`src/rtl/cyc_tap_pkg.sv`:
```
package cyc_tap_pkg;

  // Next postscaler value: decrement on a tick, reload from preset on a tick at zero.
  function automatic logic [31:0] ps_next(input logic [31:0] ps,
                                          input logic [31:0] preset,
                                          input logic        tick);
    if (!tick)         return ps;
    else if (ps == 0)  return preset;
    else               return ps - 32'd1;
  endfunction

  // A tick at zero is a fire.
  function automatic logic ps_fires(input logic [31:0] ps, input logic tick);
    return tick && (ps == 0);
  endfunction

  // Sync path is live only with the counter running and a source chosen.
  function automatic logic sync_live(input logic en, input logic [1:0] sel);
    return en && (sel != 2'b00);
  endfunction

endpackage

```
`src/rtl/cyc_tap_counter.sv`:
```
module cyc_tap_counter #(
  parameter int CNT_W = 32
) (
  input  logic             clk,
  input  logic             rst_n,
  input  logic             en,
  output logic [CNT_W-1:0] cnt_q,
  output logic [CNT_W-1:0] cnt_prev
);
  always_ff @(posedge clk or negedge rst_n) begin
    if (!rst_n) begin
      cnt_q    <= '0;
      cnt_prev <= '0;
    end else begin
      cnt_prev <= cnt_q;
      if (en) cnt_q <= cnt_q + 1'b1;
    end
  end
endmodule

```
`src/rtl/cyc_tap_edge.sv`:
```
module cyc_tap_edge #(
  parameter int               W     = 32,
  parameter int               NUM   = 2,
  parameter int               SEL_W = (NUM > 1) ? $clog2(NUM) : 1,
  parameter logic [NUM*8-1:0] POSV  = '0
) (
  input  logic [W-1:0]     cur,
  input  logic [W-1:0]     prev,
  input  logic [SEL_W-1:0] sel,
  output logic             toggle
);
  logic [NUM-1:0] hit;

  for (genvar g = 0; g < NUM; g++) begin : g_tap
    localparam int P = int'(POSV[g*8 +: 8]);
    assign hit[g] = cur[P] ^ prev[P];
  end

  assign toggle = hit[sel];
endmodule

```
`src/rtl/cyc_tap_postscaler.sv`:
```
module cyc_tap_postscaler
  import cyc_tap_pkg::*;
#(
  parameter int PS_W = 4
) (
  input  logic            clk,
  input  logic            rst_n,
  input  logic            tick,
  input  logic [PS_W-1:0] preset,
  output logic            fire,
  output logic [PS_W-1:0] ps_q
);
  logic [PS_W-1:0] ps_d;

  assign ps_d = PS_W'(ps_next(32'(ps_q), 32'(preset), tick));
  assign fire = ps_fires(32'(ps_q), tick);

  always_ff @(posedge clk or negedge rst_n) begin
    if (!rst_n) ps_q <= '0;
    else        ps_q <= ps_d;
  end
endmodule

```
`src/rtl/cyc_tap_evgen.sv`:
```
module cyc_tap_evgen
  import cyc_tap_pkg::*;
#(
  parameter int CNT_W = 32,
  parameter int PS_W  = 4,
  parameter int LO_A  = 6,
  parameter int LO_B  = 10,
  parameter int SY_1  = 24,
  parameter int SY_2  = 26,
  parameter int SY_3  = 28
) (
  input  logic             clk,
  input  logic             rst_n,
  input  logic             cnt_en,
  input  logic             lo_tap_sel,
  input  logic [1:0]       sync_sel,
  input  logic             pcs_en,
  input  logic             cyc_ev_en,
  input  logic [PS_W-1:0]  ps_preset,
  output logic [CNT_W-1:0] cyc_count,
  output logic             pc_sample_ev,
  output logic             cyc_ev,
  output logic             sync_pulse
);
  localparam logic [15:0] LO_POSV = {8'(LO_B), 8'(LO_A)};
  localparam logic [31:0] SY_POSV = {8'(SY_3), 8'(SY_2), 8'(SY_1), 8'(SY_1)};

  // Named internal events, observed by the checker
  logic [CNT_W-1:0] cnt_prev;
  logic             lo_tick;
  logic             sync_tick;
  logic             ps_fire;
  logic [PS_W-1:0]  ps_val;

  cyc_tap_counter #(.CNT_W(CNT_W)) u_cnt (
    .clk      (clk),
    .rst_n    (rst_n),
    .en       (cnt_en),
    .cnt_q    (cyc_count),
    .cnt_prev (cnt_prev)
  );

  cyc_tap_edge #(.W(CNT_W), .NUM(2), .SEL_W(1), .POSV(LO_POSV)) u_lo_edge (
    .cur    (cyc_count),
    .prev   (cnt_prev),
    .sel    (lo_tap_sel),
    .toggle (lo_tick)
  );

  cyc_tap_edge #(.W(CNT_W), .NUM(4), .SEL_W(2), .POSV(SY_POSV)) u_sy_edge (
    .cur    (cyc_count),
    .prev   (cnt_prev),
    .sel    (sync_sel),
    .toggle (sync_tick)
  );

  cyc_tap_postscaler #(.PS_W(PS_W)) u_ps (
    .clk    (clk),
    .rst_n  (rst_n),
    .tick   (lo_tick),
    .preset (ps_preset),
    .fire   (ps_fire),
    .ps_q   (ps_val)
  );

  always_ff @(posedge clk or negedge rst_n) begin
    if (!rst_n) begin
      pc_sample_ev <= 1'b0;
      cyc_ev       <= 1'b0;
      sync_pulse   <= 1'b0;
    end else begin
      pc_sample_ev <= ps_fire && pcs_en;
      cyc_ev       <= ps_fire && !pcs_en && cyc_ev_en;
      sync_pulse   <= sync_tick && sync_live(cnt_en, sync_sel);
    end
  end
endmodule

```
`config.mk`:
```
export PLATFORM = sky130hd
export DESIGN_NAME = cyc_tap_evgen
export DESIGN_NICKNAME = d
export VERILOG_FILES = /design/src/rtl/cyc_tap_pkg.sv /design/src/rtl/cyc_tap_counter.sv /design/src/rtl/cyc_tap_edge.sv /design/src/rtl/cyc_tap_postscaler.sv /design/src/rtl/cyc_tap_evgen.sv
export SDC_FILE = /design/constraint.sdc
export NUM_CORES = 1
export LEC_CHECK = 0
export CORE_UTILIZATION = 40
export CTS_CLUSTER_SIZE = 25
export DETAILED_ROUTE_END_ITERATION = 12
export GPL_ROUTABILITY_DRIVEN = 0
export PLACE_DENSITY_LB_ADDON = 0.25
export REMOVE_ABC_BUFFERS = 1
export SETUP_SLACK_MARGIN = 0.1
export SLEW_MARGIN = 30
export SYNTH_ARGS = -nofsm -noshare
export SYNTH_HDL_FRONTEND = slang
export SYNTH_SLANG_ARGS = --single-unit
```
`constraint.sdc`:
```
create_clock -name clk -period 2 [get_ports clk]
set_input_delay 0.5 -clock clk [delete_from_list [all_inputs] [get_ports clk]]
set_output_delay 0.5 -clock clk [all_outputs]
set_load 0.1 [all_outputs]
```
==> metrics.yaml, run 1 <==
final.setup.tns_ns: 0
num_antenna_cells: 0
hold_viol_final: 0
nFillCells: 398
cts_resized: 0
cp_data_required_time_ns: 2.18
cts.path.max_buffers: 2
total_power_mw: 3.106
synth_cell_type_count: 35
drc_errors: 0
fin_area_mm2: 0.003113
syn_to_final_growth_pct: 48.98
hold_path.class: "in2async"
drt_wl_total_um: 4163
setup_ws_ns: 0.2393
placed_cells: 296
period_minus_slack_ns: 1.761
synth_cells: 177
clk_pin_slew_worst_paths_ns: 0.09
irDropWorstVdd_uv: 647.5
rsz0062_at_grt: "no"
die_h_um: 74.28
pin_count: 47
max_freq_ghz: 0.5680
first_global_vias: 1406
synth_xor_area_frac: 0.1509
cp-start-kind: "input pin"
cp-end-kind: "flop"
tightest_slew_ns: 0.5294
vias: 1519
cp_common_cell: "and4_1"
maxSlewHeadroom: 0.6471
first_iter_violations: 98
yosysSeqAreaShare: 0.5269
grt-ovfl-total: 0
r2r-start: "u_cnt.cnt_q[10]"
postCtsHoldBufs: 0
root_buffer: "clkbuf_8"
crit_slowest_cell: "clkdlybuf4s50_1"
numClockSinks: 44
firstDrtPassIters: 4
finish.utilization: 0.6379
finalClockSkew_ns: 0.005003
dieArea_mm2: 0.005517
p_leak_nw: 1.435
final_common_cell: "dfrtp_1"
netlist_area_mm2: 0.002090
synth_compound_area_frac: 0.03293
r2r_cells: 4
post_cts_buffers: 0
dpl.hpwl_um: 3108
wl_per_cell_um: 13.69
synth.avg_cell_area_um2: 11.81
yosys_warnings: 0
cap_viol_max_count: 0
viasPerCell: 4.997
die_x_um: 74.28
p_per_area_mw_per_mm2: 997.9
synth_seq_cells: 44
synth_top_family_by_area: "simple AND/OR/NAND/NOR gates"
cts_buffers: 5
crit_type: "in2reg"
path_max_fanout: 4
grtUsageTotal: 0.1729
setup_viol: 0
ant_nets: 0
slowest_delay_ns: 0.50
final_cell_count_no_fill: 304
dp_slack_ns: -0.06744
clkLatencyLatePin_ns: 0.30
place_area_mm2: 0.002998
crit_chain: "clkdlybuf4s50_1 > and4_1 > and4_1 > nand4_1 > xnor2_1"
cts_tree: "yes"
final_cell_mix: "dfrtp_1, buf_12, xor2_1, xnor2_1, nand2_1"
timing.rr.end: "u_cnt.cnt_q[31]"
initial_core_util: 0.4282
post-route-period-util: 0.8803
final_max_slew_viol_count: 0
io_buffers: 46
muxShareOfSynthArea: 0.01737
htreeDepth: 2
grt_max_degree: 24
coreArea_mm2: 0.004880
synthAdderAreaFrac: 0.01198
antenna_found_initial: 0
grt_pass1_wl_um: 6948
yosys.area_share.simple: 0.2287
holdWs_ns: 0.1656
nets: 250
status: "finished clean"
drive_gt1_frac: 0.3165
crit_arrival_ns: 1.94
rows: 25
rrSetupSlack_ns: 0.32
how the worst max path moves through the flow:
stage                         start              end  slack (ns)
finish                       cnt_en  u_cnt.cnt_q[15]        0.24
global route        u_cnt.cnt_q[10]  u_cnt.cnt_q[31]        0.18
CTS                          cnt_en  u_cnt.cnt_q[15]        0.23
detailed placement           cnt_en  u_cnt.cnt_q[15]       -0.07
global placement             cnt_en  u_cnt.cnt_q[17]       -0.02
floorplan            u_cnt.cnt_q[0]  u_cnt.cnt_q[28]       -0.20
synth_stat cells:
cell type,instances,area [um2]
a211o_1,1,8.760
a21oi_1,1,5.000
a31oi_1,1,6.260
and2_1,1,6.260
and2_2,1,7.510
and3_1,3,18.77
and3_2,2,15.01
and3b_1,1,8.760
and4_1,5,43.79
buf_2,1,5.000
buf_4,3,22.52
buf_6,1,11.26
dfrtp_1,44,1101
ha_1,2,25.02
inv_1,7,26.28
mux2_2,2,22.52
mux2i_2,1,13.76
nand2_1,15,56.30
nand3_1,9,45.04
nand4_1,9,56.30
nand4_2,2,25.02
nand4_4,1,21.27
nor2_1,5,18.77
nor3_1,1,5.000
nor3_2,8,80.08
nor3b_1,1,7.510
nor4_1,1,6.260
nor4_2,2,25.02
nor4_4,1,21.27
nor4bb_1,1,10.01
o21ai_0,5,25.02
o31ai_1,2,15.01
o41ai_1,1,8.760
xnor2_1,18,157.7
xor2_1,18,157.7
cells by family after synthesis:
| family | after synthesis |
|---|---|
| flip-flops | 44 |
| AO/OA/AOI/OAI | 11 |
| AND/OR/NAND/NOR | 69 |
| multiplexers | 3 |
| adder cells (fa/ha/maj) | 2 |
| buffers and inverters | 12 |
| XOR/XNOR | 36 |
metal layers:
layer,GRT usage,routed length (um)
met5,0,0
met4,0.05660,43
met3,0.05691,187
met2,0.2626,1983
met1,0.2351,1949
worst max-delay path: cells and delay by family:
family        cells  cell delay, ns
simple gates      3            0.78
xor+xnor          1            0.16
buf+inv           1            0.50
layout make-up:
cell class / instances / area (um2) / area share
clock buffer: 5 / 68.82 / 0.02211
tap: 67 / 83.83 / 0.02693
clock inverter: 3 / 46.29 / 0.01487
multi-input combinational: 121 / 923.4 / 0.2966
sequential: 44 / 1101 / 0.3537
inverter: 7 / 26.28 / 0.008441
timing repair buffer: 57 / 863.3 / 0.2773
power breakdown:
| part | switching [mW] | total [mW] | leakage, nW | internal [mW] |
|---|---|---|---|---|
| sequential | 0.115 | 1.11 | 0.580 | 0.995 |
| combinational | 0.794 | 1.30 | 0.801 | 0.506 |
| clock | 0.321 | 0.697 | 0.0548 | 0.376 |
| total | 1.23 | 3.11 | 1.44 | 1.88 |
registers in the layout, indices dropped and copies added, names as in the netlist:
signal,count
u_ps.ps_q,4
cyc_ev,1
sync_pulse,1
u_cnt.cnt_prev,5
pc_sample_ev,1
u_cnt.cnt_q,32
No activity file was read; power rests on OpenSTA's default activity.
==> run 2, diff against run 1 <==
--- a/config.mk
+++ b/config.mk
@@ -5,6 +5,7 @@
 export SDC_FILE = /design/constraint.sdc
 export NUM_CORES = 1
 export LEC_CHECK = 0
+export CORE_ASPECT_RATIO = 1.4
 export CORE_UTILIZATION = 40
 export CTS_CLUSTER_SIZE = 25
 export DETAILED_ROUTE_END_ITERATION = 12
==> run 2 against run 1 <==
Effect of this change:
- first-iteration DRC count decreased by 48%
- largest cell class unchanged
- maximum frequency increased by 4.3%
- non-clock buffer count increased by 2
- critical path depth unchanged
- routed wire length increased by 5.2%
- sequential power increased by 4%
==> metrics.yaml, run 2 (synthesized netlist as in run 1, its figures left out) <==
largest_reg_flops: 32  # unchanged
clockPowerShare: 0.239  # was 0.224
slowest_delay_ns: 0.50  # about the same
final.setup.tns_ns: 0  # unchanged
antenna_found_initial: 0  # unchanged
status: "finished clean"  # unchanged
p_leak_nw: 1.452  # was 1.435 nW
vias: 1530  # was 1519
maxSlewHeadroom: 0.6714  # was 0.6471
clkLatencyLatePin_ns: 0.30  # about the same
post-route-period-util: 0.8444  # was 0.8803
met2_usage: 0.3021  # was 0.2626
fin_area_mm2: 0.003123  # was 0.003113 mm2
rsz0062_at_grt: "no"  # unchanged
path_delay_family: "simple AND/OR/NAND/NOR gates"  # unchanged
grtUsageMet3: 0.03534  # was 0.05691
firstDrtPassIters: 4  # unchanged
path_max_fanout: 4  # unchanged
top_usage_layer: "met2"  # unchanged
drc_errors: 0  # unchanged
wl_per_cell_um: 14.46  # was 13.69 um
numClockSinks: 44  # unchanged
cap_viol_max_count: 0  # unchanged
grt_max_degree: 23  # was 24
combPwrFrac: 0.391  # was 0.418
final_max_slew_viol_count: 0  # unchanged
num_antenna_cells: 0  # unchanged
first_global_vias: 1550  # was 1406
grt_pass1_wl_um: 7341  # was 6948 um
crit_start: "cnt_en"  # unchanged
dpl.hpwl_um: 3262  # was 3108 um
setup_ws_ns: 0.3113  # was 0.2393 ns
first_iter_violations: 51  # was 98
pin_count: 47  # unchanged
grt-ovfl-total: 0  # unchanged
initial_core_util: 0.4249  # was 0.4282
clk_pin_slew_worst_paths_ns: 0.08  # was 0.09 ns
tightest_slew_ns: 0.4928  # was 0.5294 ns
ant_nets: 0  # unchanged
final_common_cell: "dfrtp_1"  # unchanged
setup_viol: 0  # unchanged
p_per_area_mw_per_mm2: 996.8  # was 997.9 mW/mm2
syn_to_final_growth_pct: 49.46  # was 48.98%
nFillCells: 377  # was 398
final_cell_mix: "dfrtp_1, buf_12, xor2_1, xnor2_1, buf_4"  # was dfrtp_1, buf_12, xor2_1, xnor2_1, nand2_1
viasPerCell: 5.050  # was 4.997
grtUsageTotal: 0.1734  # was 0.1729
place_area_mm2: 0.002997  # was 0.002998 mm2
rows: 30  # was 25
crit_arrival_ns: 1.92  # was 1.94 ns
cp-end-kind: "flop"  # unchanged
top_register: "u_cnt.cnt_q"  # unchanged
die_h_um: 87.52  # was 74.28 um
hold_viol_final: 0  # unchanged
cts_resized: 0  # unchanged
cts_buffers: 5  # unchanged
die_x_um: 63.09  # was 74.28 um
largest_registers: "u_cnt.cnt_q (32), u_cnt.cnt_prev (5), u_ps.ps_q (4)"  # unchanged
placed_cells: 295  # was 296
pwr-share-seq: 0.369  # was 0.357
cts_tree: "yes"  # unchanged
cts.path.max_buffers: 2  # unchanged
crit_chain: "clkdlybuf4s50_1 > and3_1 > nand4_2 > nor4_4 > xor2_1"  # was clkdlybuf4s50_1 > and4_1 > and4_1 > nand4_1 > xnor2_1
post_cts_buffers: 0  # unchanged
met1_usage: 0.2072  # was 0.2351
nets: 252  # was 250
cp-start-kind: "input pin"  # unchanged
critPathBufInv: 1  # unchanged
intPower_mw: 1.913  # was 1.877 mW
cp_data_required_time_ns: 2.23  # was 2.18 ns
final_cell_count_no_fill: 303  # was 304
irDropWorstVdd_uv: 582.5  # was 647.5 uV
coreArea_mm2: 0.004917  # was 0.004880 mm2
dp_slack_ns: -0.03017  # was -0.06744 ns
root_buffer: "clkbuf_8"  # unchanged
max_freq_ghz: 0.5922  # was 0.5680 GHz
drive_gt1_frac: 0.3222  # was 0.3165
hold_path.class: "in2async"  # unchanged
dieArea_mm2: 0.005521  # was 0.005517 mm2
crit_type: "in2reg"  # unchanged
io_buffers: 46  # unchanged
period_minus_slack_ns: 1.689  # was 1.761 ns
htreeDepth: 2  # unchanged
crit_slowest_cell: "clkdlybuf4s50_1"  # unchanged
switching_share: 0.3854  # was 0.3958
postCtsHoldBufs: 0  # unchanged
switching_power_mw: 1.200  # was 1.229 mW
r2r-start: "u_cnt.cnt_q[11]"  # was u_cnt.cnt_q[10]
drt_wl_total_um: 4380  # was 4163 um
finalClockSkew_ns: 0.006105  # was 0.005003 ns
==> run 2: per-stage QoR <==
step,hold WS [ns],power (mW),util
final,0.1544,3.113,0.6351
after global routing,0.1836,3.253,0.6351
after CTS,0.1597,3.135,0.6351
after detailed placement,0.4860,2.391,0.6094
after global placement,0.4741,2.376,0.6094
after floorplan,0.2044,1.887,-
==> run 2: power groups by stage <==
| stage | Sequential [mW] | Clock (mW) | Combinational, mW |
|---|---|---|---|
| floorplan | 1.62 | 0 | 0.270 |
| global placement | 1.16 | 0 | 1.21 |
| detailed placement | 1.17 | 0 | 1.22 |
| CTS | 1.15 | 0.758 | 1.23 |
| global route | 1.17 | 0.793 | 1.29 |
| finish | 1.15 | 0.745 | 1.22 |
==> run 2: area by class of cell <==
class	instances	area (um2)	area share
clock inverters	1	30.03	0.009615
multi-input cells	121	923.4	0.2957
repair buffers	59	865.8	0.2772
well taps	64	80.08	0.02564
inverters	7	26.28	0.008413
clock buffers	7	96.34	0.03085
flip-flops and latches	44	1101	0.3526
==> run 2: worst register-to-register path: cells and delay by family, from the launching register on <==
family	cells	cell delay, ns
simple gates	3	0.91
flops	1	0.49
xor+xnor	1	0.18
==> run 2: metal layers <==
metal | wire [um] | vias to the layer above
li1 | - | 734
met1 | 1850 | 750
met2 | 2306 | 39
met3 | 155 | 7
met4 | 68 | 0
met5 | 0 | -
==> run 2: worst paths after layout <==
check / to / slack (ns) / cells past startpoint
hold reg to reg: u_ps.ps_q[3] / 0.52 / 1
max in group asynchronous: u_cnt.cnt_q[0] / 1.28 / 2
setup / recovery: u_cnt.cnt_q[28] / 0.31 / 5
hold / removal: u_cnt.cnt_q[12] / 0.15 / 1
setup reg to reg: u_cnt.cnt_q[31] / 0.34 / 4
min in group clk: u_ps.ps_q[3] / 0.52 / 1
==> run 3, diff against run 2 <==
==> constraint.sdc (replaced) <==
create_clock -name clk -period 1.4 [get_ports clk]
set_input_delay 0.35 -clock clk [delete_from_list [all_inputs] [get_ports clk]]
set_output_delay 0.35 -clock clk [all_outputs]
set_load 0.1 [all_outputs]
==> run 3 against run 2 <==
Effect of this change:
- the run now ends with setup timing left
- design area up 40%
- flip-flop and latch count unchanged
- sequential share of layout area down 10 points
- global-route usage up 8.1 points
- register-to-register slack worse by 0.59 ns
- first-iteration DRC count rose to 2.6 times the previous value
- final cell count up 31%
- largest cell class is now buffers
- highest routed layer unchanged
==> metrics.yaml, run 3 (synthesized netlist as in run 1, its figures left out) <==
post-route-period-util: 1.177
drt_wl_total_um: 8237  # was 4380 um
antenna_found_initial: 0  # unchanged
grt_pass1_wl_um: 10560  # was 7341 um
place_area_mm2: 0.003362  # was 0.002997 mm2
rsz0062_at_grt: "yes"  # was no
first_global_vias: 2151  # was 1550
coreArea_mm2: 0.004917  # unchanged
grt-ovfl-total: 0  # unchanged
first_iter_violations: 132  # was 51
nFillCells: 186  # was 377
placed_cells: 337  # was 295
clk_pin_slew_worst_paths_ns: 0.09  # was 0.08 ns
viasPerCell: 5.360  # was 5.050
grtUsageTotal: 0.2539  # was 0.1734
cts_buffers: 5  # unchanged
irDropWorstVdd_uv: 1057  # was 582.5 uV
setup_viol: 37  # was 0
crit_type: "reg2reg"  # was in2reg
largest_registers: "u_cnt.cnt_q (32), u_cnt.cnt_prev (5), u_ps.ps_q (4)"  # unchanged
htreeDepth: 2  # unchanged
die_x_um: 63.09  # unchanged
hold_path.class: "in2async"  # unchanged
cts.path.max_buffers: 2  # unchanged
cp-end-kind: "flop"  # unchanged
cp_data_required_time_ns: 1.62  # was 2.23 ns
numClockSinks: 44  # unchanged
r2r_cells: 5  # was 4
vias: 2128  # was 1530
hold_viol_final: 0  # unchanged
top_register: "u_cnt.cnt_q"  # unchanged
rows: 30  # unchanged
path_max_fanout: 4  # unchanged
cts_tree: "yes"  # unchanged
drc_errors: 0  # unchanged
grt_max_degree: 45  # was 23
slowest_delay_ns: 0.45  # was 0.50 ns
multi_input_area_mm2: 0.001239  # was 923.4 um2
syn_to_final_growth_pct: 109.3  # was 49.46%
nets: 346  # was 252
cp_common_cell: "nand4_1"
clkLatencyLatePin_ns: 0.31  # was 0.30 ns
setup_ws_ns: -0.2479  # was 0.3113 ns
finish.utilization: 0.8896  # was 0.6351
violations: "setup timing"
root_buffer: "clkbuf_8"  # unchanged
fin_area_mm2: 0.004374  # was 0.003123 mm2
holdWs_ns: 0.0006750  # was 0.1544 ns
pin_count: 47  # unchanged
max_freq_ghz: 0.6068
crit_arrival_ns: 1.87  # was 1.92 ns
dp_slack_ns: -0.5451  # was -0.03017 ns
initial_core_util: 0.4249  # unchanged
firstDrtPassIters: 4  # unchanged
final_common_cell: "buf_4"  # was dfrtp_1
crit_slowest_cell: "dfrtp_1"  # was clkdlybuf4s50_1
drive_gt1_frac: 0.6126  # was 0.3222
io_buffers: 46  # unchanged
status: "finished, violations left"  # was finished clean
dpl.hpwl_um: 3803  # was 3262 um
regArea_mm2: 0.001105  # was 0.001101 mm2
die_h_um: 87.52  # unchanged
p_per_area_mw_per_mm2: 1283  # was 996.8 mW/mm2
cap_viol_max_count: 0  # unchanged
finalClockSkew_ns: 0.01004  # was 0.006105 ns
wl_per_cell_um: 20.75  # was 14.46 um
maxSlewHeadroom: 0.7706  # was 0.6714
final_cell_mix: "buf_4, buf_6, dfrtp_1"  # was dfrtp_1, buf_12, xor2_1, xnor2_1, buf_4
period_minus_slack_ns: 1.648
ant_nets: 0  # unchanged
largest_reg_flops: 32  # unchanged
final_max_slew_viol_count: 0  # unchanged
tightest_slew_ns: 0.3432  # was 0.4928 ns
final_cell_count_no_fill: 397  # was 303
num_antenna_cells: 0  # unchanged
cp-start-kind: "flop"  # was input pin
dieArea_mm2: 0.005521  # unchanged
p_leak_nw: 2.182  # was 1.452 nW
crit_chain: "nand4_1 > nor4_4 > buf_4 > nand4_1 > xnor2_1"  # was clkdlybuf4s50_1 > and3_1 > nand4_2 > nor4_4 > xor2_1
[run 3: changes by cell type in the layout (fill, tap and decap cells not counted), sizes merged]
| cell | delta |
|---|---|
| buf | +94 |
| clkbuf | -1 |
| clkdlybuf4s50 | -1 |
| clkinv | +1 |
| dlygate4sd2 | +1 |
[run 3: metrics by stage]
stage | total power, mW | setup TNS (ns)
after global routing | 5.791 | -5.877
after floorplan | 2.696 | -22.37
after global placement | 3.645 | -12.87
after detailed placement | 3.717 | -14.22
final | 5.614 | -4.099
after CTS | 4.879 | -0.4427
[run 3: routing by layer]
| layer | routed length, um | vias up | global-route usage |
|---|---|---|---|
| met5 | 0 | - | 0 |
| met4 | 306 | 0 | 0.09937 |
| met3 | 318 | 35 | 0.04319 |
| met2 | 4714 | 91 | 0.4966 |
| met1 | 2897 | 1075 | 0.2661 |
| li1 | - | 927 | - |
[run 3: path summary, 6_finish.rpt]
kind,end,from,slack [ns]
max,u_cnt.cnt_q[19],u_cnt.cnt_q[4],-0.25
min,u_ps.ps_q[0],rst_n,0.0007
max reg2reg,u_cnt.cnt_q[19],u_cnt.cnt_q[4],-0.25
min reg2reg,u_cnt.cnt_q[29],u_cnt.cnt_q[29],0.52
max in group asynchronous,u_cnt.cnt_q[10],rst_n,1.16
min in group clk,u_cnt.cnt_q[29],u_cnt.cnt_q[29],0.52
[run 3: area by class of cell]
cell class | count | share of cell area
flip-flops and latches | 44 | 0.2526
well taps | 64 | 0.01831
clock buffers | 6 | 0.01659
repair buffers | 153 | 0.4153
multi-input cells | 121 | 0.2832
inverters | 7 | 0.006007
clock inverters | 2 | 0.008009
[run 3: where the power goes]
part / switching (mW) / internal, mW
registers: 0.209 / 1.42
clock network: 0.459 / 0.530
logic: 1.55 / 1.44
[run 3: worst max-delay path, delay by kind of cell, from the launching register on]
kind | cells | cell delay [ns]
and+or+nand+nor | 3 | 0.68
DFF | 1 | 0.45
xor gates and xnor gates | 1 | 0.24
buffers and inverters | 1 | 0.19
[run 3: what timing repair did]
| action | 4_1_cts | 5_1_grt |
|---|---|---|
| gates resized for setup | 65 | 64 |
| setup buffers | 26 | 41 |
| hold buffers | 0 | 0 |
| endpoints found under the hold margin | 0 | 0 |
| pin swaps | 29 | 37 |
| endpoints found under the setup margin | 64 | 63 |
